`src/rtl/acc_pkg.sv`:
```
package acc_pkg;

  typedef enum logic [3:0] {
    OP_NOP   = 4'd0,
    OP_IMM_A = 4'd1,
    OP_IMM_X = 4'd2,
    OP_DIR   = 4'd3,
    OP_IND   = 4'd4,
    OP_IDX   = 4'd5,
    OP_ST    = 4'd6,
    OP_ADD   = 4'd7,
    OP_INC   = 4'd8,
    OP_DEC   = 4'd9,
    OP_CMP   = 4'd10,
    OP_BEQ   = 4'd11,
    OP_BNE   = 4'd12,
    OP_JMP   = 4'd13,
    OP_OUT   = 4'd14,
    OP_HALT  = 4'd15
  } op_e;

  typedef enum logic [3:0] {
    ST_FADDR,
    ST_FREAD,
    ST_FCAP,
    ST_FDEC,
    ST_EXEC,
    ST_RWAIT,
    ST_RCAP,
    ST_INDIR,
    ST_APPLY,
    ST_WRITE,
    ST_HALT
  } state_e;

  localparam int OPC_W = 4;

endpackage

```
`src/rtl/acc_decode.sv`:
```
module acc_decode #(
  parameter int DATA_W = 16,
  parameter int ADDR_W = 11
) (
  input  logic [DATA_W-1:0] instr,
  output acc_pkg::op_e      op,
  output logic              sel_ix,
  output logic [ADDR_W-1:0] operand,
  output logic              needs_read,
  output logic              is_indirect,
  output logic              is_store
);
  import acc_pkg::*;

  always_comb begin
    op          = op_e'(instr[DATA_W-1 -: OPC_W]);
    sel_ix      = instr[ADDR_W];
    operand     = instr[ADDR_W-1:0];
    needs_read  = (op == OP_DIR) || (op == OP_IND) || (op == OP_IDX) ||
                  (op == OP_ADD) || (op == OP_CMP);
    is_indirect = (op == OP_IND);
    is_store    = (op == OP_ST);
  end

endmodule

```
`src/rtl/acc_alu.sv`:
```
module acc_alu #(
  parameter int DATA_W = 16,
  parameter int ADDR_W = 11
) (
  input  acc_pkg::op_e      op,
  input  logic              sel_ix,
  input  logic [ADDR_W-1:0] operand,
  input  logic [DATA_W-1:0] acc,
  input  logic [DATA_W-1:0] ix,
  input  logic [DATA_W-1:0] mdr,
  output logic [DATA_W-1:0] acc_res,
  output logic [DATA_W-1:0] ix_res,
  output logic              eq
);
  import acc_pkg::*;

  localparam int PAD_W = DATA_W - ADDR_W;

  logic [DATA_W-1:0] opd_ext;
  logic [DATA_W-1:0] step_src;
  logic [DATA_W-1:0] step_up;
  logic [DATA_W-1:0] step_dn;

  always_comb begin
    opd_ext  = {{PAD_W{1'b0}}, operand};
    step_src = sel_ix ? ix : acc;
    step_up  = step_src + {{(DATA_W-1){1'b0}}, 1'b1};
    step_dn  = step_src - {{(DATA_W-1){1'b0}}, 1'b1};
    eq       = (acc == mdr);

    acc_res = acc;
    ix_res  = ix;
    unique case (op)
      OP_IMM_A: acc_res = opd_ext;
      OP_IMM_X: ix_res  = opd_ext;
      OP_DIR, OP_IND, OP_IDX: acc_res = mdr;
      OP_ADD:   acc_res = acc + mdr;
      OP_INC: begin
        if (sel_ix) ix_res = step_up;
        else        acc_res = step_up;
      end
      OP_DEC: begin
        if (sel_ix) ix_res = step_dn;
        else        acc_res = step_dn;
      end
      default: ;
    endcase
  end

endmodule

```
`src/rtl/acc_ctrl.sv`:
```
module acc_ctrl (
  input  logic            clk,
  input  logic            rst,
  input  logic            needs_read,
  input  logic            is_indirect,
  input  logic            is_store,
  input  acc_pkg::op_e    op,
  output acc_pkg::state_e state
);
  import acc_pkg::*;

  state_e state_q, state_d;
  logic   ind_done;

  always_comb begin
    state_d = state_q;
    unique case (state_q)
      ST_FADDR: state_d = ST_FREAD;
      ST_FREAD: state_d = ST_FCAP;
      ST_FCAP:  state_d = ST_FDEC;
      ST_FDEC:  state_d = ST_EXEC;
      ST_EXEC: begin
        if (op == OP_HALT)  state_d = ST_HALT;
        else if (is_store)  state_d = ST_WRITE;
        else if (needs_read) state_d = ST_RWAIT;
        else                state_d = ST_FADDR;
      end
      ST_RWAIT: state_d = ST_RCAP;
      ST_RCAP:  state_d = (is_indirect && !ind_done) ? ST_INDIR : ST_APPLY;
      ST_INDIR: state_d = ST_RWAIT;
      ST_APPLY: state_d = ST_FADDR;
      ST_WRITE: state_d = ST_FADDR;
      ST_HALT:  state_d = ST_HALT;
      default:  state_d = ST_FADDR;
    endcase
  end

  always_ff @(posedge clk) begin
    if (rst) begin
      state_q  <= ST_FADDR;
      ind_done <= 1'b0;
    end else begin
      state_q <= state_d;
      if (state_q == ST_EXEC)       ind_done <= 1'b0;
      else if (state_q == ST_INDIR) ind_done <= 1'b1;
    end
  end

  assign state = state_q;

endmodule

```
`src/rtl/acc_cpu.sv`:
```
module acc_cpu #(
  parameter  int DATA_W = 16,
  parameter  int CHAR_W = 8,
  localparam int ADDR_W = DATA_W - 5
) (
  input  logic              clk,
  input  logic              rst,
  output logic [ADDR_W-1:0] mem_addr,
  output logic              mem_we,
  output logic [DATA_W-1:0] mem_wdata,
  input  logic [DATA_W-1:0] mem_rdata,
  output logic [CHAR_W-1:0] out_char,
  output logic              out_valid,
  output logic              halted
);
  import acc_pkg::*;

  logic [ADDR_W-1:0] pc;
  logic [ADDR_W-1:0] mar;
  logic [DATA_W-1:0] mdr;
  logic [DATA_W-1:0] cir;
  logic [DATA_W-1:0] acc;
  logic [DATA_W-1:0] ix;
  logic              eq_flag;

  op_e               op;
  logic              sel_ix;
  logic [ADDR_W-1:0] operand;
  logic              needs_read;
  logic              is_indirect;
  logic              is_store;
  logic [DATA_W-1:0] acc_res;
  logic [DATA_W-1:0] ix_res;
  logic              eq;
  state_e            state;
  logic [ADDR_W-1:0] idx_addr;

  acc_decode #(.DATA_W(DATA_W), .ADDR_W(ADDR_W)) u_dec (
    .instr(cir), .op(op), .sel_ix(sel_ix), .operand(operand),
    .needs_read(needs_read), .is_indirect(is_indirect), .is_store(is_store)
  );

  acc_alu #(.DATA_W(DATA_W), .ADDR_W(ADDR_W)) u_alu (
    .op(op), .sel_ix(sel_ix), .operand(operand), .acc(acc), .ix(ix),
    .mdr(mdr), .acc_res(acc_res), .ix_res(ix_res), .eq(eq)
  );

  acc_ctrl u_ctrl (
    .clk(clk), .rst(rst), .needs_read(needs_read), .is_indirect(is_indirect),
    .is_store(is_store), .op(op), .state(state)
  );

  assign idx_addr = operand + ix[ADDR_W-1:0];

  always_ff @(posedge clk) begin
    if (rst) begin
      pc        <= '0;
      mar       <= '0;
      mdr       <= '0;
      cir       <= '0;
      acc       <= '0;
      ix        <= '0;
      eq_flag   <= 1'b0;
      mem_we    <= 1'b0;
      mem_wdata <= '0;
      out_char  <= '0;
      out_valid <= 1'b0;
      halted    <= 1'b0;
    end else begin
      mem_we    <= 1'b0;
      out_valid <= 1'b0;
      unique case (state)
        ST_FADDR: mar <= pc;
        ST_FREAD: pc  <= pc + {{(ADDR_W-1){1'b0}}, 1'b1};
        ST_FCAP:  mdr <= mem_rdata;
        ST_FDEC:  cir <= mdr;
        ST_EXEC: begin
          if (!needs_read) begin
            acc <= acc_res;
            ix  <= ix_res;
          end else begin
            mar <= (op == OP_IDX) ? idx_addr : operand;
          end
          unique case (op)
            OP_ST: begin
              mar       <= operand;
              mem_wdata <= acc;
              mem_we    <= 1'b1;
            end
            OP_BEQ: if (eq_flag)  pc <= operand;
            OP_BNE: if (!eq_flag) pc <= operand;
            OP_JMP: pc <= operand;
            OP_OUT: begin
              out_char  <= acc[CHAR_W-1:0];
              out_valid <= 1'b1;
            end
            OP_HALT: halted <= 1'b1;
            default: ;
          endcase
        end
        ST_RCAP:  mdr <= mem_rdata;
        ST_INDIR: mar <= mdr[ADDR_W-1:0];
        ST_APPLY: begin
          if (op == OP_CMP) eq_flag <= eq;
          else              acc     <= acc_res;
        end
        default: ;
      endcase
    end
  end

  assign mem_addr = mar;

endmodule

```
`config.mk`:
```
export PLATFORM = sky130hd
export DESIGN_NAME = acc_cpu
export DESIGN_NICKNAME = d
export VERILOG_FILES = /design/src/rtl/acc_pkg.sv /design/src/rtl/acc_decode.sv /design/src/rtl/acc_alu.sv /design/src/rtl/acc_ctrl.sv /design/src/rtl/acc_cpu.sv
export SDC_FILE = /design/constraint.sdc
export NUM_CORES = 1
export LEC_CHECK = 0
export ABC_AREA = 0
export BUFFER_PORTS_ARGS = -buffer_cell sky130_fd_sc_hd__clkbuf_2
export CORE_MARGIN = 3
export CORE_UTILIZATION = 60
export CTS_BUF_LIST = sky130_fd_sc_hd__clkbuf_16
export DETAILED_ROUTE_END_ITERATION = 8
export GPL_ROUTABILITY_DRIVEN = 0
export GPL_TIMING_DRIVEN = 0
export PLACE_DENSITY = 0.79
export SYNTH_ARGS = -nofsm -noshare
export SYNTH_HDL_FRONTEND = slang
export SYNTH_HIERARCHICAL = 1
export SYNTH_SLANG_ARGS = --single-unit
```
`constraint.sdc`:
```
create_clock -name clk -period 8.13 [get_ports clk]
set_input_delay 0.813 -clock clk [delete_from_list [all_inputs] [get_ports clk]]
set_output_delay 0.813 -clock clk [all_outputs]
set_load 0.01 [all_outputs]
```
==> results of run 1 <==
==> metal layers <==
metal	track usage, %	wire length [um]	up-vias
li1	-	-	4209
met1	47.40	11200	4227
met2	50.83	11720	681
met3	11.32	3790	125
met4	16.76	1382	0
met5	0	0	-
==> state kept, by name, summed over array words and instances, names as in the netlist <==
register and count:
acc 16, cir 16, eq_flag 1, halted 1, ix 15, mdr 16, mem_addr 11, mem_wdata 16
mem_we 1, out_char 8, out_valid 1, pc 11, u_ctrl/ind_done 1, u_ctrl/state 4
==> through the flow <==
stage / setup slack, ps / area [um2] / power (mW) / hold slack (ps)
floorplan: 5528 / 8391 / 0.7251 / 436.7
CTS: 5028 / 9489 / 1.549 / 453.4
finish: 4795 / 9489 / 1.557 / 450.7
global route: 4709 / 9489 / 1.594 / 470.2
detailed placement: 5033 / 8886 / 0.7780 / 445.5
global placement: 5082 / 8886 / 0.7750 / 441.6
==> final timing paths <==
path | to
worst max-delay path | acc[8]
worst max register to register | acc[8]
worst min-delay path | mem_addr[0]
worst min register to register | mem_addr[0]
==> worst reg2reg max path: cells and delay by family (launching register included) <==
family	cells	cell delay (ps)
xor+xnor	1	390
compound gates	2	540
buf+inv	2	400
simple gates	2	400
fa+ha+maj	1	380
mux	2	750
flops	1	350
==> power by group through the flow <==
| stage | logic, mW | clock network (mW) | registers [mW] |
|---|---|---|---|
| after floorplan | 0.104 | 0 | 0.621 |
| after global placement | 0.147 | 0 | 0.628 |
| after detailed placement | 0.149 | 0 | 0.629 |
| after CTS | 0.150 | 0.782 | 0.616 |
| after global routing | 0.166 | 0.809 | 0.619 |
| final | 0.155 | 0.785 | 0.618 |
==> area by class of cell <==
class / count / area [um2] / area share (%)
plain buffers: 80 / 405.4 / 4.272
clock buffers: 17 / 425.4 / 4.483
clock inverters: 15 / 177.7 / 1.872
inverters: 17 / 63.81 / 0.6725
multi-input cells: 880 / 5559 / 58.58
flip-flops and latches: 118 / 2362 / 24.89
well taps: 176 / 220.2 / 2.321
repair buffers: 55 / 275.3 / 2.901
==> flow_metrics.tcl, run 1 <==
set metrics [dict create \
    p_per_area_nw_per_um2 164.1 \
    fin_tns_setup_ps 0 \
    worst_pin_slew_ps 1316 \
    cts_tree "done" \
    grt_pass1_wl_um 44460 \
    grt_max_degree 17 \
    drc 0 \
    critical_path_depth 10 \
    worstHoldPathType "reg -> reg" \
    dp_hpwl_um 19970 \
    drt_iter0_markers 1386 \
    die-area_um2 15440 \
    fin_crit_ps 3335 \
    required_ps 8420 \
    firstDrtPassIters 7 \
    grt_antenna_before_repair 0 \
    hold-path-cell-count 2 \
    maxCapViolations 0 \
    r2r_start "cir[11]" \
    track_usage_pct 35.16 \
    cts_root_buffer "clkbuf_16" \
    drive_gt1_share_pct 13.03 \
    clk_path_buf_depth 2 \
    critical-path-max-stage-delay_ps 580 \
    fin_nets 1217 \
    post-cts-setup-buffers 0 \
    slew_headroom_pct 11.04 \
    antenna_cells 0 \
    area_delta_synth_final_pct 13.09 \
    ir_drop_mv 0.1372 \
    fin_cells 1358 \
    status "finished, final reports clean" \
    grt.overflow.total 0 \
    grt_pass1_vias 8356 \
    port_buffers 55 \
    synth_nets 1143 \
    cpLargestDelayFamily "multiplexers" \
    switching_power_mw 0.4233 \
    combPwrFrac_pct 10.0 \
    routed_via_density 6.806 \
    rows 42 \
    fin_crit_sh_pct 41.02 \
    cts_max_level 4 \
    die_w_um 124.3 \
    crit_slowest_cell "mux2i_1" \
    hp-start "mem_addr[0]" \
    netlist_area_um2 8391 \
    wirelength_um 28100 \
    final_common_cell "nand2_1" \
    finalHoldViolCount 0 \
    p_int_mw 1.134 \
    rsz0062_at_grt "false" \
    fill_cells 1112 \
    clock_sinks 118 \
    critPathBufInv 2 \
    r2r_slack_ps 4800 \
    insertion_delay_ps 430 \
    cp_common_cell "mux2i_1" \
    switching_share_pct 27.18 \
    power.leakage_nw 3.449 \
    path_class "reg -> reg" \
    core_um2 13450 \
    cts.repair.resized 0 \
    mostFrequentLayoutCells "nand2_1, dfxtp_1, a21oi_1" \
    clk_pin_slew_ps 60 \
    seqPwrFrac_pct 39.7 \
    clkPwrFrac_pct 50.4 \
    dp.cells 1326 \
    start_util_pct 62.37 \
    avgRoutedWirePerCell_um 20.69 \
    worstSetupStartpoint "cir[11]" \
    utilization_pct 70.54 \
    crit_path_end_kind "flop" \
    numCtsBuffers 17 \
    cp-start-kind "flop" \
    synth_cells 1095 \
    ff2ff_path_depth 10 \
    crit_arrival_ps 3630 \
    postCtsHoldBufs 0 \
    avgSynthCellArea_um2 7.663 \
    die_h_um 124.3 \
    vias 9242 \
    antenna_left 0 \
    max_clock_freq_ghz 0.2999 \
    clock_skew_ps 7.187 \
    cp_cell_sequence "buf_4 -> buf_2 -> mux2i_1 -> ha_1 -> nand2_1 -> o22ai_1 -> xor2_1 -> o221ai_1 -> mux2i_1 -> nor2_1" \
    drv_slew 0 \
    setup_viol 0 \
    ios 56 \
    ys.warnings.count 6 \
    cp_max_fo 10 \
]
Power figures use the tool's default switching activity.
==> inputs of run 2 (changes only) <==
==> constraint.sdc (replaced) <==
create_clock -name clk -period 3.3 [get_ports clk]
set_input_delay 0.33 -clock clk [delete_from_list [all_inputs] [get_ports clk]]
set_output_delay 0.33 -clock clk [all_outputs]
set_load 0.01 [all_outputs]
==> flow_metrics.tcl, run 2 (synthesis results as in run 1) <==
set metrics [dict create \
    p_int_mw 2.794 \
    clk_pin_slew_ps 60 \
    worst_pin_slew_ps 806.6 \
    cts_root_buffer "clkbuf_16" \
    drive_gt1_share_pct 13.28 \
    drt_iter0_markers 1479 \
    seqPwrFrac_pct 39.8 \
    fin_nets 1217 \
    slew_headroom_pct 45.81 \
    track_usage_pct 35.16 \
    clk_path_buf_depth 2 \
    grt.overflow.total 0 \
    cts_tree "done" \
    fin_ws_ps 107.0 \
    final_common_cell "nand2_1" \
    combPwrFrac_pct 10.0 \
    grt_max_degree 17 \
    ios 56 \
    status "complete, but fails checks" \
    firstDrtPassIters 9 \
    r2r_slack_ps 110 \
    routed_via_density 6.799 \
    power.leakage_nw 3.459 \
    antenna_cells 0 \
    fin_crit_sh_pct 96.76 \
    switching_power_mw 1.034 \
    ir_drop_mv 0.3363 \
    clock_sinks 118 \
    rsz0062_at_grt "false" \
    worstHoldPathType "in -> reg" \
    path_class "reg -> reg" \
    die_w_um 124.3 \
    drc 2 \
    cp-start-kind "flop" \
    grt_pass1_wl_um 44460 \
    required_ps 3590 \
    die_h_um 124.3 \
    rows 42 \
    mostFrequentLayoutCells "nand2_1, dfxtp_1, a21oi_1" \
    violations "DRC" \
    insertion_delay_ps 420 \
    vias 9233 \
    clock_skew_ps 8.593 \
    cts_max_level 4 \
    grt_pass1_vias 8356 \
    finalHoldViolCount 0 \
    numCtsBuffers 17 \
    avgRoutedWirePerCell_um 20.59 \
    grt_antenna_before_repair 0 \
    fin_tns_setup_ps 0 \
    start_util_pct 62.37 \
    clkPwrFrac_pct 50.3 \
    crit_arrival_ps 3490 \
    antenna_left 0 \
    fill_cells 1109 \
    crit_path_end_kind "flop" \
    max_clock_freq_ghz 0.3132 \
    setup_viol 0 \
    cp_max_fo 10 \
    drv_slew 0 \
    fin_crit_ps 3193 \
    dp_hpwl_um 19970 \
    die-area_um2 15440 \
    area_delta_synth_final_pct 13.26 \
    switching_share_pct 27.02 \
    core_um2 13450 \
    port_buffers 55 \
    place_ws_ps 202.5 \
    p_per_area_nw_per_um2 402.9 \
    maxCapViolations 0 \
    wirelength_um 27970 \
]
## run 2: cell counts in the layout (fill, tap and decap cells not counted)
Identical to the previous run, type by type.
## run 2: power by group through the flow
stage          registers [mW]  clock network, mW  logic, mW
2_1_floorplan            1.53                  0      0.256
3_3_place_gp             1.55                  0      0.362
3_5_place_dp             1.55                  0      0.368
4_1_cts                  1.52               1.93      0.370
5_1_grt                  1.52               1.99      0.409
6_report                 1.52               1.92      0.382
## run 2: metal layers
| metal | vias to the layer above | wire length, um | GRT usage (%) |
|---|---|---|---|
| met5 | - | 0 | 0 |
| met4 | 0 | 1324 | 16.76 |
| met3 | 117 | 3792 | 11.32 |
| met2 | 664 | 11710 | 50.83 |
| met1 | 4242 | 11140 | 47.40 |
| li1 | 4210 | - | - |
## run 2: path summary, 6_finish.rpt
check / to / cells after the start / from
max: acc[8] / 10 / cir[11]
min: u_ctrl/ind_done / 2 / rst
max reg2reg: acc[8] / 10 / cir[11]
min reg2reg: mem_addr[0] / 2 / mem_addr[0]
## run 2: cell type report
cell class                 instances  area (um2)  area share (%)
clock inverter                    15       177.7           1.870
timing repair buffer              55       275.3           2.897
multi-input combinational        880        5573           58.64
clock buffer                      17       425.4           4.477
tap                              176       220.2           2.317
buffer                            80       405.4           4.266
sequential                       118        2362           24.86
inverter                          17       63.81          0.6715
## run 2: stage by stage
stage / cell area (um2) / utilization (%) / cells / hold slack (ps) / power [mW]
2_1_floorplan: 8391 / - / 1095 / 399.1 / 1.786
3_3_place_gp: 8886 / 66.05 / 1326 / 441.6 / 1.909
3_5_place_dp: 8886 / 66.05 / 1326 / 445.5 / 1.917
4_1_cts: 9489 / 70.54 / 1358 / 91.75 / 3.816
5_1_grt: 9503 / 70.64 / 1358 / 96.98 / 3.926
6_report: 9503 / 70.64 / 1358 / 97.04 / 3.828
## run 2: worst max-delay path, cell delays in order, from the launching register on
cell      delay, ps
dfxtp_1         340
buf_4           150
buf_2           260
mux2i_2         450
ha_1            350
nand2_1         340
o22ai_1         360
xor2_1          380
o221ai_1        190
mux2i_1         170
nor2_1           60
## run 2: timing repair
item	in CTS	in global routing
buffers inserted	0	0
setup endpoints to repair	0	7
gates resized for setup	0	4
hold buffers	0	0
==> inputs of run 3 (changes only) <==
--- a/config.mk
+++ b/config.mk
@@ -9,7 +9,7 @@
 export BUFFER_PORTS_ARGS = -buffer_cell sky130_fd_sc_hd__clkbuf_2
 export CORE_MARGIN = 3
 export CORE_UTILIZATION = 60
-export CTS_BUF_LIST = sky130_fd_sc_hd__clkbuf_16
+export CTS_BUF_LIST = sky130_fd_sc_hd__clkbuf_2 sky130_fd_sc_hd__clkbuf_4 sky130_fd_sc_hd__clkbuf_8
 export DETAILED_ROUTE_END_ITERATION = 8
 export GPL_ROUTABILITY_DRIVEN = 0
 export GPL_TIMING_DRIVEN = 0
==> constraint.sdc (replaced) <==
create_clock -name clk -period 3.9 [get_ports clk]
set_input_delay 0.39 -clock clk [delete_from_list [all_inputs] [get_ports clk]]
set_output_delay 0.39 -clock clk [all_outputs]
set_load 0.01 [all_outputs]
==> flow_metrics.tcl, run 3 (synthesis results as in run 1) <==
set metrics [dict create \
    finalHoldViolCount 0 \
    fin_crit_ps 3288 \
    antenna_cells 0 \
    die-area_um2 15440 \
    dp.cells 1326 \
    rows 42 \
    avgRoutedWirePerCell_um 20.47 \
    max_clock_freq_ghz 0.3042 \
    numCtsBuffers 17 \
    firstDrtPassIters 9 \
    die_w_um 124.3 \
    p_per_area_nw_per_um2 304.8 \
    crit_path_end_kind "flop" \
    regArea_um2 2362 \
    die_h_um 124.3 \
    cts_max_level 4 \
    clk_path_buf_depth 2 \
    drc 6 \
    setup_viol 0 \
    maxCapViolations 0 \
    multiInputGateArea_um2 5559 \
    fill_cells 1158 \
    drt_iter0_markers 1412 \
    vias 9105 \
    clock_sinks 118 \
    violations "DRC" \
    clock_skew_ps 9.109 \
    status "complete, but fails checks" \
    area_delta_synth_final_pct 10.98 \
    ios 56 \
    grt_antenna_before_repair 0 \
    core_um2 13450 \
    port_buffers 55 \
    mostFrequentLayoutCells "nand2_1, dfxtp_1, a21oi_1" \
    antenna_left 0 \
    cts_root_buffer "clkbuf_8" \
    rsz0062_at_grt "false" \
    start_util_pct 62.37 \
    worst_pin_slew_ps 1259 \
    drive_gt1_share_pct 13.20 \
    track_usage_pct 34.61 \
    cts_tree "done" \
    ir_drop_mv 0.2955 \
    grt_pass1_vias 8207 \
    grt.overflow.total 0 \
    fin_tns_setup_ps 0 \
    postCtsHoldBufs 0 \
    worstHoldPathType "in -> reg" \
    cp_max_fo 10 \
    routed_via_density 6.705 \
    drv_slew 0 \
    grt_pass1_wl_um 43840 \
    fin_cells 1358 \
    dp_hpwl_um 19970 \
    power.leakage_nw 3.367 \
    insertion_delay_ps 460 \
    clk_pin_slew_ps 80 \
    path_class "reg -> reg" \
    required_ps 4230 \
    cts.repair.resized 0 \
    cp-start-kind "flop" \
    post-cts-setup-buffers 0 \
    final_common_cell "nand2_1" \
    slew_headroom_pct 14.89 \
    fin_crit_sh_pct 84.30 \
    wirelength_um 27800 \
    crit_arrival_ps 3610 \
    grt_max_degree 17 \
    fin_nets 1217 \
]
## run 3: cell types whose count changed in the layout (fill, tap and decap cells not counted), moves of 2 or more
cell	previous run	this run
clkbuf_8	0	18
mux2i_1	40	42
clkbuf_16	17	0
mux2i_2	2	0
## run 3: path summary, 6_finish.rpt
kind	end	from	cells past startpoint	slack, ps
worst max-delay path	acc[8]	cir[11]	10	610
worst min register to register	mem_addr[0]	mem_addr[0]	2	450
worst max register to register	acc[8]	cir[11]	10	610
worst min-delay path	u_ctrl/ind_done	rst	2	120
## run 3: metrics by stage
| stage | utilization (%) | instance area [um2] | hold slack, ps | worst slack [ps] | total power [mW] |
|---|---|---|---|---|---|
| floorplan | - | 8391 | 436.7 | 1298 | 1.512 |
| global placement | 66.05 | 8886 | 441.6 | 851.7 | 1.615 |
| detailed placement | 66.05 | 8886 | 445.5 | 802.5 | 1.622 |
| CTS | 69.22 | 9311 | 108.1 | 781.6 | 2.830 |
| global route | 69.22 | 9311 | 110.8 | 468.8 | 2.924 |
| finish | 69.22 | 9311 | 119.5 | 612.5 | 2.838 |
## run 3: power by group
| part | internal [mW] | switching [mW] |
|---|---|---|
| clock network | 0.665 | 0.566 |
| logic | 0.119 | 0.202 |
| registers | 1.23 | 0.0505 |
| total | 2.02 | 0.819 |
## run 3: final cells by class
| class | count | share of cell area [%] |
|---|---|---|
| Multi-Input combinational cell | 880 | 59.70 |
| Sequential cell | 118 | 25.37 |
| Buffer | 80 | 4.354 |
| Timing Repair Buffer | 55 | 2.956 |
| Clock buffer | 19 | 2.741 |
| Tap cell | 176 | 2.365 |
| Clock inverter | 13 | 1.827 |
| Inverter | 17 | 0.6853 |
## run 3: worst max-delay path, stage by stage (launching register included)
cell	delay, ps
dfxtp_1	350
buf_4	150
buf_2	250
mux2i_1	560
ha_1	380
nand2_1	340
o22ai_1	330
xor2_1	390
o221ai_1	190
mux2i_1	160
nor2_1	60
## run 3: routing by layer
layer	track usage [%]	vias up	share of wire, %
li1	-	4204	-
met1	47.57	4161	40
met2	50.10	615	42
met3	10.25	125	13
met4	15.47	0	4.8
met5	0	-	0
